`src/rtl/clkcfg_pkg.sv`:
```
package clkcfg_pkg;
  typedef enum logic [2:0] {
    ST_IDLE, ST_ADDR, ST_IDX, ST_WR, ST_ACK, ST_TX, ST_MACK
  } i2c_st_e;

  localparam logic [5:0] DEV_BASE   = 6'b010011;
  localparam logic [7:0] IX_CMD     = 8'h08;
  localparam logic [7:0] IX_VER     = 8'h10;
  localparam logic [7:0] IX_REV     = 8'h11;
  localparam logic [7:0] IX_STAT    = 8'h12;
  localparam logic [3:0] CODE_LOOP  = 4'h5;
  localparam logic [3:0] CODE_PHASE = 4'hA;
endpackage

```
`src/rtl/clkcfg_line_sync.sv`:
```
module clkcfg_line_sync #(
  parameter int STAGES = 2
) (
  input  logic clk,
  input  logic rst_n,
  input  logic d,
  output logic q
);
  logic [STAGES-1:0] chain;

  generate
    for (genvar i = 0; i < STAGES; i++) begin : g_stage
      if (i == 0) begin : g_first
        always_ff @(posedge clk or negedge rst_n)
          if (!rst_n) chain[i] <= 1'b1;
          else        chain[i] <= d;
      end else begin : g_next
        always_ff @(posedge clk or negedge rst_n)
          if (!rst_n) chain[i] <= 1'b1;
          else        chain[i] <= chain[i-1];
      end
    end
  endgenerate

  assign q = chain[STAGES-1];
endmodule

```
`src/rtl/clkcfg_i2c_engine.sv`:
```
module clkcfg_i2c_engine
  import clkcfg_pkg::*;
#(
  parameter int IDX_W = 8
) (
  input  logic             clk,
  input  logic             rst_n,
  input  logic             scl,
  input  logic             sda,
  input  logic             addr_sel,
  input  logic [7:0]       rd_data,
  output logic [IDX_W-1:0] rd_idx,
  output logic             wr_en,
  output logic [IDX_W-1:0] wr_idx,
  output logic [7:0]       wr_data,
  output logic             sda_oe
);
  localparam int CNT_W = 4;
  localparam logic [CNT_W-1:0] BYTE_BITS = CNT_W'(8);

  i2c_st_e           state, nxt;
  logic              scl_q, sda_q, go_rd, mnack;
  logic [CNT_W-1:0]  cnt;
  logic [7:0]        sh, tx;
  logic [IDX_W-1:0]  idx;
  logic              start_evt, stop_evt, rise_evt, fall_evt;

  assign start_evt = scl & scl_q & sda_q & ~sda;
  assign stop_evt  = scl & scl_q & ~sda_q & sda;
  assign rise_evt  = scl & ~scl_q;
  assign fall_evt  = ~scl & scl_q;

  assign rd_idx  = idx;
  assign wr_idx  = idx;
  assign wr_data = sh;
  assign wr_en   = fall_evt && (state == ST_WR) && (cnt == BYTE_BITS);
  assign sda_oe  = (state == ST_ACK) || ((state == ST_TX) && !tx[7]);

  always_ff @(posedge clk or negedge rst_n) begin
    if (!rst_n) begin
      state <= ST_IDLE; nxt <= ST_IDLE;
      scl_q <= 1'b1; sda_q <= 1'b1;
      go_rd <= 1'b0; mnack <= 1'b1;
      cnt <= '0; sh <= '0; tx <= '0; idx <= '0;
    end else begin
      scl_q <= scl;
      sda_q <= sda;
      if (start_evt) begin
        state <= ST_ADDR;
        cnt   <= '0;
      end else if (stop_evt) begin
        state <= ST_IDLE;
      end else begin
        case (state)
          ST_ADDR, ST_IDX, ST_WR: begin
            if (rise_evt) begin
              sh  <= {sh[6:0], sda};
              cnt <= cnt + 1'b1;
            end else if (fall_evt && cnt == BYTE_BITS) begin
              cnt <= '0;
              if (state == ST_ADDR) begin
                if (sh[7:1] == {DEV_BASE, addr_sel}) begin
                  state <= ST_ACK;
                  go_rd <= sh[0];
                  nxt   <= ST_IDX;
                end else begin
                  state <= ST_IDLE;
                end
              end else begin
                if (state == ST_IDX) idx <= sh[IDX_W-1:0];
                else                 idx <= idx + 1'b1;
                state <= ST_ACK;
                go_rd <= 1'b0;
                nxt   <= ST_WR;
              end
            end
          end
          ST_ACK: begin
            if (fall_evt) begin
              cnt <= '0;
              if (go_rd) begin
                tx    <= rd_data;
                idx   <= idx + 1'b1;
                state <= ST_TX;
              end else begin
                state <= nxt;
              end
            end
          end
          ST_TX: begin
            if (rise_evt) cnt <= cnt + 1'b1;
            else if (fall_evt) begin
              if (cnt == BYTE_BITS) begin
                state <= ST_MACK;
                cnt   <= '0;
              end else begin
                tx <= {tx[6:0], 1'b0};
              end
            end
          end
          ST_MACK: begin
            if (rise_evt) mnack <= sda;
            else if (fall_evt) begin
              if (mnack) state <= ST_IDLE;
              else begin
                tx    <= rd_data;
                idx   <= idx + 1'b1;
                state <= ST_TX;
              end
            end
          end
          default: ;
        endcase
      end
    end
  end


  sda_quiet_high_chk: assert property (@(posedge clk) disable iff (!rst_n)
    (scl && scl_q) |=> (!scl || $stable(sda_oe)));


  idx_step_chk: assert property (@(posedge clk) disable iff (!rst_n)
    wr_en |=> (idx == $past(idx) + 1'b1));
endmodule

```
`src/rtl/clkcfg_regbank.sv`:
```
module clkcfg_regbank
  import clkcfg_pkg::*;
#(
  parameter int         IDX_W  = 8,
  parameter logic [7:0] ID_VER = 8'h18,
  parameter logic [7:0] ID_REV = 8'h01
) (
  input  logic             clk,
  input  logic             rst_n,
  input  logic             wr_en,
  input  logic [IDX_W-1:0] wr_idx,
  input  logic [7:0]       wr_data,
  input  logic [IDX_W-1:0] rd_idx,
  input  logic             dpa_lock,
  input  logic             pll_lock,
  output logic [7:0]       rd_data,
  output logic [7:0]       cfg_input,
  output logic [7:0]       cfg_loop,
  output logic [11:0]      cfg_fbdiv,
  output logic [7:0]       cfg_phase,
  output logic [7:0]       cfg_dpa,
  output logic [7:0]       cfg_outen,
  output logic [7:0]       cfg_oscdiv
);
  logic [7:0] r_in, r_ph, r_oe, r_osc, s_loop, s_fbl, s_dpa;
  logic [3:0] s_fbh;
  logic       cmd_wr;

  assign cmd_wr = wr_en && (wr_idx == IDX_W'(IX_CMD));

  always_ff @(posedge clk or negedge rst_n) begin
    if (!rst_n) begin
      r_in <= 8'h41; s_loop <= 8'h00; s_fbl <= 8'hFF; s_fbh <= 4'hF;
      r_ph <= 8'h80; s_dpa  <= 8'h03; r_oe  <= 8'h1F; r_osc <= 8'h80;
      cfg_loop <= 8'h00; cfg_fbdiv <= 12'hFFF; cfg_dpa <= 8'h03;
    end else if (wr_en) begin
      case (wr_idx)
        IDX_W'(0): r_in   <= wr_data;
        IDX_W'(1): s_loop <= wr_data;
        IDX_W'(2): s_fbl  <= wr_data;
        IDX_W'(3): s_fbh  <= wr_data[3:0];
        IDX_W'(4): r_ph   <= wr_data;
        IDX_W'(5): s_dpa  <= wr_data;
        IDX_W'(6): r_oe   <= wr_data;
        IDX_W'(7): r_osc  <= wr_data;
        default: ;
      endcase
      if (cmd_wr && wr_data[7:4] == CODE_LOOP) begin
        cfg_loop  <= s_loop;
        cfg_fbdiv <= {s_fbh, s_fbl};
      end
      if (cmd_wr && wr_data[3:0] == CODE_PHASE) cfg_dpa <= s_dpa;
    end
  end

  always_comb begin
    case (rd_idx)
      IDX_W'(0):       rd_data = r_in;
      IDX_W'(1):       rd_data = s_loop;
      IDX_W'(2):       rd_data = s_fbl;
      IDX_W'(3):       rd_data = {4'h0, s_fbh};
      IDX_W'(4):       rd_data = r_ph;
      IDX_W'(5):       rd_data = s_dpa;
      IDX_W'(6):       rd_data = r_oe;
      IDX_W'(7):       rd_data = r_osc;
      IDX_W'(IX_VER):  rd_data = ID_VER;
      IDX_W'(IX_REV):  rd_data = ID_REV;
      IDX_W'(IX_STAT): rd_data = {6'b0, pll_lock, dpa_lock};
      default:         rd_data = 8'h00;
    endcase
  end

  assign cfg_input  = r_in;
  assign cfg_phase  = r_ph;
  assign cfg_outen  = r_oe;
  assign cfg_oscdiv = r_osc;


  loop_hold_chk: assert property (@(posedge clk) disable iff (!rst_n)
    !(cmd_wr && wr_data[7:4] == CODE_LOOP) |=> ($stable(cfg_fbdiv) && $stable(cfg_loop)));


  dpa_hold_chk: assert property (@(posedge clk) disable iff (!rst_n)
    !(cmd_wr && wr_data[3:0] == CODE_PHASE) |=> $stable(cfg_dpa));


  cmd_no_store_chk: assert property (@(posedge clk) disable iff (!rst_n)
    cmd_wr |=> $stable({r_in, s_loop, s_fbl, s_fbh, r_ph, s_dpa, r_oe, r_osc}));
endmodule

```
`src/rtl/clkcfg_i2c_target.sv`:
```
module clkcfg_i2c_target #(
  parameter int         SYNC_STAGES = 2,
  parameter logic [7:0] ID_VER      = 8'h18,
  parameter logic [7:0] ID_REV      = 8'h01
) (
  input  logic        clk,
  input  logic        rst_n,
  input  logic        scl_in,
  input  logic        sda_in,
  output logic        sda_pull,
  input  logic        addr_sel,
  input  logic        dpa_lock,
  input  logic        pll_lock,
  output logic [7:0]  cfg_input,
  output logic [7:0]  cfg_loop,
  output logic [11:0] cfg_fbdiv,
  output logic [7:0]  cfg_phase,
  output logic [7:0]  cfg_dpa,
  output logic [7:0]  cfg_outen,
  output logic [7:0]  cfg_oscdiv
);
  localparam int IDX_W = 8;

  logic             scl_s, sda_s, wr_en;
  logic [IDX_W-1:0] wr_idx, rd_idx;
  logic [7:0]       wr_data, rd_data;

  clkcfg_line_sync #(.STAGES(SYNC_STAGES)) u_scl_sync (
    .clk(clk), .rst_n(rst_n), .d(scl_in), .q(scl_s));
  clkcfg_line_sync #(.STAGES(SYNC_STAGES)) u_sda_sync (
    .clk(clk), .rst_n(rst_n), .d(sda_in), .q(sda_s));

  clkcfg_i2c_engine #(.IDX_W(IDX_W)) u_engine (
    .clk(clk), .rst_n(rst_n), .scl(scl_s), .sda(sda_s), .addr_sel(addr_sel),
    .rd_data(rd_data), .rd_idx(rd_idx), .wr_en(wr_en), .wr_idx(wr_idx),
    .wr_data(wr_data), .sda_oe(sda_pull));

  clkcfg_regbank #(.IDX_W(IDX_W), .ID_VER(ID_VER), .ID_REV(ID_REV)) u_regs (
    .clk(clk), .rst_n(rst_n), .wr_en(wr_en), .wr_idx(wr_idx), .wr_data(wr_data),
    .rd_idx(rd_idx), .dpa_lock(dpa_lock), .pll_lock(pll_lock), .rd_data(rd_data),
    .cfg_input(cfg_input), .cfg_loop(cfg_loop), .cfg_fbdiv(cfg_fbdiv),
    .cfg_phase(cfg_phase), .cfg_dpa(cfg_dpa), .cfg_outen(cfg_outen),
    .cfg_oscdiv(cfg_oscdiv));
endmodule

```
`config.mk`:
```
export PLATFORM = sky130hd
export DESIGN_NAME = clkcfg_i2c_target
export DESIGN_NICKNAME = d
export VERILOG_FILES = /design/src/rtl/clkcfg_pkg.sv /design/src/rtl/clkcfg_line_sync.sv /design/src/rtl/clkcfg_i2c_engine.sv /design/src/rtl/clkcfg_regbank.sv /design/src/rtl/clkcfg_i2c_target.sv
export SDC_FILE = /design/constraint.sdc
export NUM_CORES = 1
export LEC_CHECK = 0
export CAP_MARGIN = 40
export CORE_MARGIN = 2
export CORE_UTILIZATION = 30
export DETAILED_ROUTE_END_ITERATION = 10
export GPL_TIMING_DRIVEN = 0
export PLACE_DENSITY = 0.45
export REMOVE_ABC_BUFFERS = 1
export SLEW_MARGIN = 5
export SYNTH_ARGS = -nofsm -noshare
export SYNTH_HDL_FRONTEND = slang
export SYNTH_SLANG_ARGS = --single-unit
```
`constraint.sdc`:
```
create_clock -name clk -period 7.1 [get_ports clk]
set_clock_uncertainty 0.2 [all_clocks]
set_input_delay 0.71 -clock clk [delete_from_list [all_inputs] [get_ports clk]]
set_output_delay 0.71 -clock clk [all_outputs]
set_load 0.05 [all_outputs]
```
After elaboration in Yosys (flattened, before gate mapping):

Cells that the tools add are included.

* bitwise gates (word level): 14
* eq/ne operators: 46
* multiplexer cells: 48
* reduce and logical (&&, ||, !) cells: 32
* $add $sub $neg: 2

Operators by type and width (number)
* $mux 8: 17
* $pmux 8 s11: 1
* $mux 3: 16
* $pmux 8 s3: 2
* $eq 8x3->1 const B: 4
* $mux 4: 8
* $ne 4x1->1 const B: 8
* $eq 8x5->1 const B: 3
* $reduce_and 11->1: 2
* $reduce_and 2->1: 10
* $eq 8x2->1 const B: 2
* $ne 2x2->1 const B: 7
* $ne 2x1->1 const B: 6
* $ne 4x2->1 const B: 3
* $pmux 3 s4: 1
* $pmux 4 s3: 1
* $reduce_and 6->1: 2
* $eq 3x3->1 const B: 3
* $reduce_and 9->1: 1
* $add 8x1->8 const B: 1
* $eq 4x4->1 const B: 2
* $eq 8x1->1 const B: 1
* $eq 8x4->1 const B: 1
* $logic_not 8->1: 1
* other kinds (17): 39

* word-level logic and storage cells: 167
* bits in registers: 130
* output and inout bits: 61

Logic depth before layout (Yosys ltp):

* word-level depth: 8
* gate-level depth with buffers: 8

By module:

Synthesis repeated with hierarchy kept, for this count alone.

* cell total of the unflattened synthesis: 493
* area total of the unflattened synthesis: 6216.0 um^2

By module, submodules not included
* clkcfg_regbank: area an instance 4021.4 um^2, instances 1, cells each 274
* clkcfg_i2c_engine: area an instance 2089.5 um^2, instances 1, cells each 215
* clkcfg_line_sync: area an instance 52.6 um^2, instances 2, cells each 2

Worst setup path before layout:

Ideal clock, no wire load.

* path kind: register to output
* from: register u_engine.state[2]
* to: output sda_pull
* stages on the path, launching flop included: 4
* setup slack: 4.702 ns
* data arrival time: 1.488 ns
* cell sequence: dfrtp_1 > clkbuf_1 > nand2b_1 > a21oi_1

* word-level cells in the longest chain between the ends: 3
* elaborated cells on any way between the ends: 4
* classes of those cells: eq/ne: 2; reduce/logical: 2

RTL lines
* start, declared: line clkcfg_i2c_engine.sv:21 `i2c_st_e state, nxt;`
* start signal, assigned: line clkcfg_i2c_engine.sv:86 `state <= nxt;`
* $eq 3x3->1: line clkcfg_i2c_engine.sv:37 `assign sda_oe = (state == ST_ACK) || ((state == ST_TX) && !tx[7]);`
* $logic_and 1x1->1: line clkcfg_i2c_engine.sv:37
* $logic_or 1x1->1 (*): line clkcfg_i2c_engine.sv:37
* end, declared: line clkcfg_i2c_target.sv:10 `output logic sda_pull,`

Mark *: on every way between the ends. The rest lies on a longest branch, timed or not.

Worst setup path after layout:

* from: register u_engine.scl_q
* to: register u_regs.s_loop[5]

* word-level cells in the longest chain between the ends: 4

RTL lines
* start, declared: line clkcfg_i2c_engine.sv:22 `logic scl_q, sda_q, go_rd, mnack;`
* start signal, assigned: line clkcfg_i2c_engine.sv:46 `scl_q <= scl;`
* $and 1x1->1: line clkcfg_i2c_engine.sv:31 `assign fall_evt = ~scl & scl_q;`
* $logic_and 1x1->1 (2 in a row): line clkcfg_i2c_engine.sv:36 `assign wr_en = fall_evt && (state == ST_WR) && (cnt == BYTE_BITS);`
* $reduce_and 2->1 (no source line)
* end signal, assigned: line clkcfg_regbank.sv:39 `IDX_W'(1): s_loop <= wr_data;`
* end, declared: line clkcfg_regbank.sv:25 `logic [7:0] r_in, r_ph, r_oe, r_osc, s_loop, s_fbl, s_dpa;`

Every way passes these cells.
A chain may end at the register's enable or synchronous reset.

==> impl_metrics.yaml <==
timing:
  hold_viol: 0
  rsz0062_at_grt: "false"
  finalSetupViolations: 0
  worst_pin_slew_ps: 805
  fin_crit_sh: 0.431
  relSlewSlack: 0.463
  fmaxAchievable_mhz: 327
  slew_viol_final: 0
  period_minus_slack_ps: 3060
  hold_slack_ps: 12.6
  fin_ws_ps: 4040
drt:
  ant_nets: 0
  via_count: 4275
  drc: 0
  drtPass1Iterations: 5
  routed_wl_mm: 16.6
  avgRoutedWirePerCell_um: 19.8
  avgViaCountPerCell: 5.10
  first_iter_violations: 237
floorplan:
  fp.dieArea_sq_mm: 0.0218
  start_util: 0.306
  io_pins: 68
  rows: 52
  die_h_um: 148
  core_area_sq_mm: 0.0202
  die_w_um: 148
pwr:
  swShare: 0.326
  comb_power_share: 0.171
  pwr_density_cell_mw_per_mm2: 286
  power_w: 0.00220
  leakage_nw: 3.33
  power.share.sequential: 0.414
  power.net_switching_w: 0.000717
  p_int_w: 0.00148
  p_clk_frac: 0.415
  irDropWorstVdd_mv: 0.193
logic_synthesis:
  synthArstFlopShare: 1.00
  synth_seq_area_share: 0.531
  synth_cell_type_count: 61
  synth-edff-count: 0
  avgSynthCellArea_sq_um: 12.3
  synth-compound-area-share: 0.110
  ys_seq_elements: 129
  synth_adder_area_share: 0.0121
  synthXorXnorAreaFrac: 0.00283
  yosys-mux-area-fraction: 0.207
  syn_inst: 502
  synth-simple-area-share: 0.102
  ys.flop_type: "dfrtp_1"
  synth_top_family_by_area: "multiplexers"
  synth_warnings: 0
  synth_area_sq_mm: 0.00618
global_routing:
  antenna_found_initial: 0
  grt_pass1_vias: 4327
  grt_pass1_wl_mm: 25.9
  track_usage: 0.157
  grt_overflow: 0
  grt_max_degree: 79
clocking:
  cts_made_buffers: 17
  path_clk_slew_ps: 60
  clk_latency_ps: 420
  cts.path.max_buffers: 2
  post_cts_resized: 0
  post_cts_buffers: 0
  cts_tree: "yes"
  ctsHoldBuffers: 0
  clock-sinks: 129
  cts_root_buf: "clkbuf_16"
  htree_num_levels: 4
finish:
  fillers: 1921
  fin_cells: 838
  synthToLayoutAreaGrowth_pct: 24.5
  final_cell_mix: "85 x dfrtp_1, 81 x mux2_2, 66 x clkdlybuf4s50_1, 44 x dfstp_2, 26 x nand2_1"
  drive_gt1_frac: 0.335
  nNetsFinal: 568
  stdcell_area_sq_mm: 0.00770
  n_antenna_cell: 0
  final_common_cell: "dfrtp_1"
placement:
  io_buffers: 67
  dp.cells: 806
  place_ws_ps: 4060
  placed_area_sq_mm: 0.00709
  dp_hpwl_mm: 11.3
  globalplace.congestion: 0.865
worst_setup_path:
  worst-endpoint-arrival_ps: 3160
  slowest_delay_ps: 580
  end_kind: "register"
  reg2reg_from: "u_engine.scl_q"
  crit_chain: "nor2b_1 > nand2_1 > nor2_1 > and3_1 > mux2_2"
  crit_path_top_delay_cell: "dfstp_2"
  crit_start: "u_engine.scl_q"
  crit_required_ps: 7200
  start_kind: "register"
  worstSetupPathType: "reg -> reg"
  worstPathMaxFanout: 8
outcome:
  status: "complete, no violations"
worst_hold_path:
  min_path_type: "in -> async"
job:
  drv_cap: 0
cell families (layout without fill, tap and decap cells):
family                   Yosys count  count (layout)
AND/OR/NAND/NOR                  112             112
buffers and inverters             48             114
XOR/XNOR                           2               2
flip-flops                       129             129
adder cells (fa/ha/maj)            6               6
AO/OA/AOI/OAI                     97              97
multiplexers                     108             108
power groups by stage:
stage / clock network (W) / logic [W] / registers, W
global route: 0.000970 / 0.000411 / 0.000920
detailed placement: 0 / 0.000376 / 0.000920
finish: 0.000913 / 0.000376 / 0.000909
global placement: 0 / 0.000363 / 0.000922
floorplan: 0 / 0.000258 / 0.000867
CTS: 0.000934 / 0.000379 / 0.000908
metal layers:
layer	track usage	routed length, um	vias to the layer above
met2	0.228	7260	116
met3	0.0318	817	24
met4	0.0639	345	0
met1	0.230	8150	2183
met5	0	0	-
li1	-	-	1952
area by class of cell:
type,count,area [sq um],share of cell area
sequential,129,3280,0.427
multi-input combinational,325,2690,0.349
timing repair buffer,71,737,0.0958
clock buffer,18,429,0.0558
tap,270,338,0.0439
clock inverter,14,180,0.0234
inverter,11,41.3,0.00536
cell usage after synthesis, types with 7 or more instances:
master    count  area share
dfrtp_1      85        0.34
mux2_2       81        0.15
dfstp_2      44        0.19
nand2_1      26       0.016
clkbuf_1     25       0.015
mux2_4       20       0.049
a21oi_1      17       0.014
nor2_1       14      0.0085
nand3_1      13       0.011
o21ai_0      13       0.011
and3_1       11       0.011
inv_1        11      0.0067
a22oi_1      10       0.012
nand2b_1      9      0.0091
buf_2         8      0.0065
o22ai_1       8      0.0081
mux2i_1       7       0.011
final timing paths:
path,end,slack (ps),depth (start not counted)
max,u_regs.s_loop[5],4040,5
min in group clk,u_sda_sync.q,160,0
min reg2reg,u_sda_sync.q,160,0
max reg2reg,u_regs.s_loop[5],4040,5
min,u_engine.cnt[0],10,1
max in group asynchronous,u_regs.cfg_fbdiv[7],5900,2
worst max-delay path, delay by kind of cell, from the launching register on:
family | cells | cell delay, ps
mux | 1 | 400
flops | 1 | 580
simple gates | 4 | 1760
sequential cells by signal, summed over array words and instances, names as in the netlist, 8 cells and up:
signal,cells
u_regs.cfg_loop,8
u_regs.s_loop,8
u_engine.wr_data,8
u_regs.s_dpa,8
u_regs.cfg_oscdiv,8
u_regs.cfg_outen,8
u_engine.tx,8
u_regs.s_fbl,8
u_regs.cfg_input,8
u_regs.cfg_phase,8
u_engine.rd_idx,8
u_regs.cfg_fbdiv,12
u_regs.cfg_dpa,8
through the flow:
| step | TNS, ps | util |
|---|---|---|
| floorplan | 0 | - |
| global placement | -13200 | 0.347 |
| detailed placement | 0 | 0.350 |
| CTS | 0 | 0.380 |
| global route | 0 | 0.380 |
| finish | 0 | 0.380 |
No activity file was read; power rests on OpenSTA's default activity.
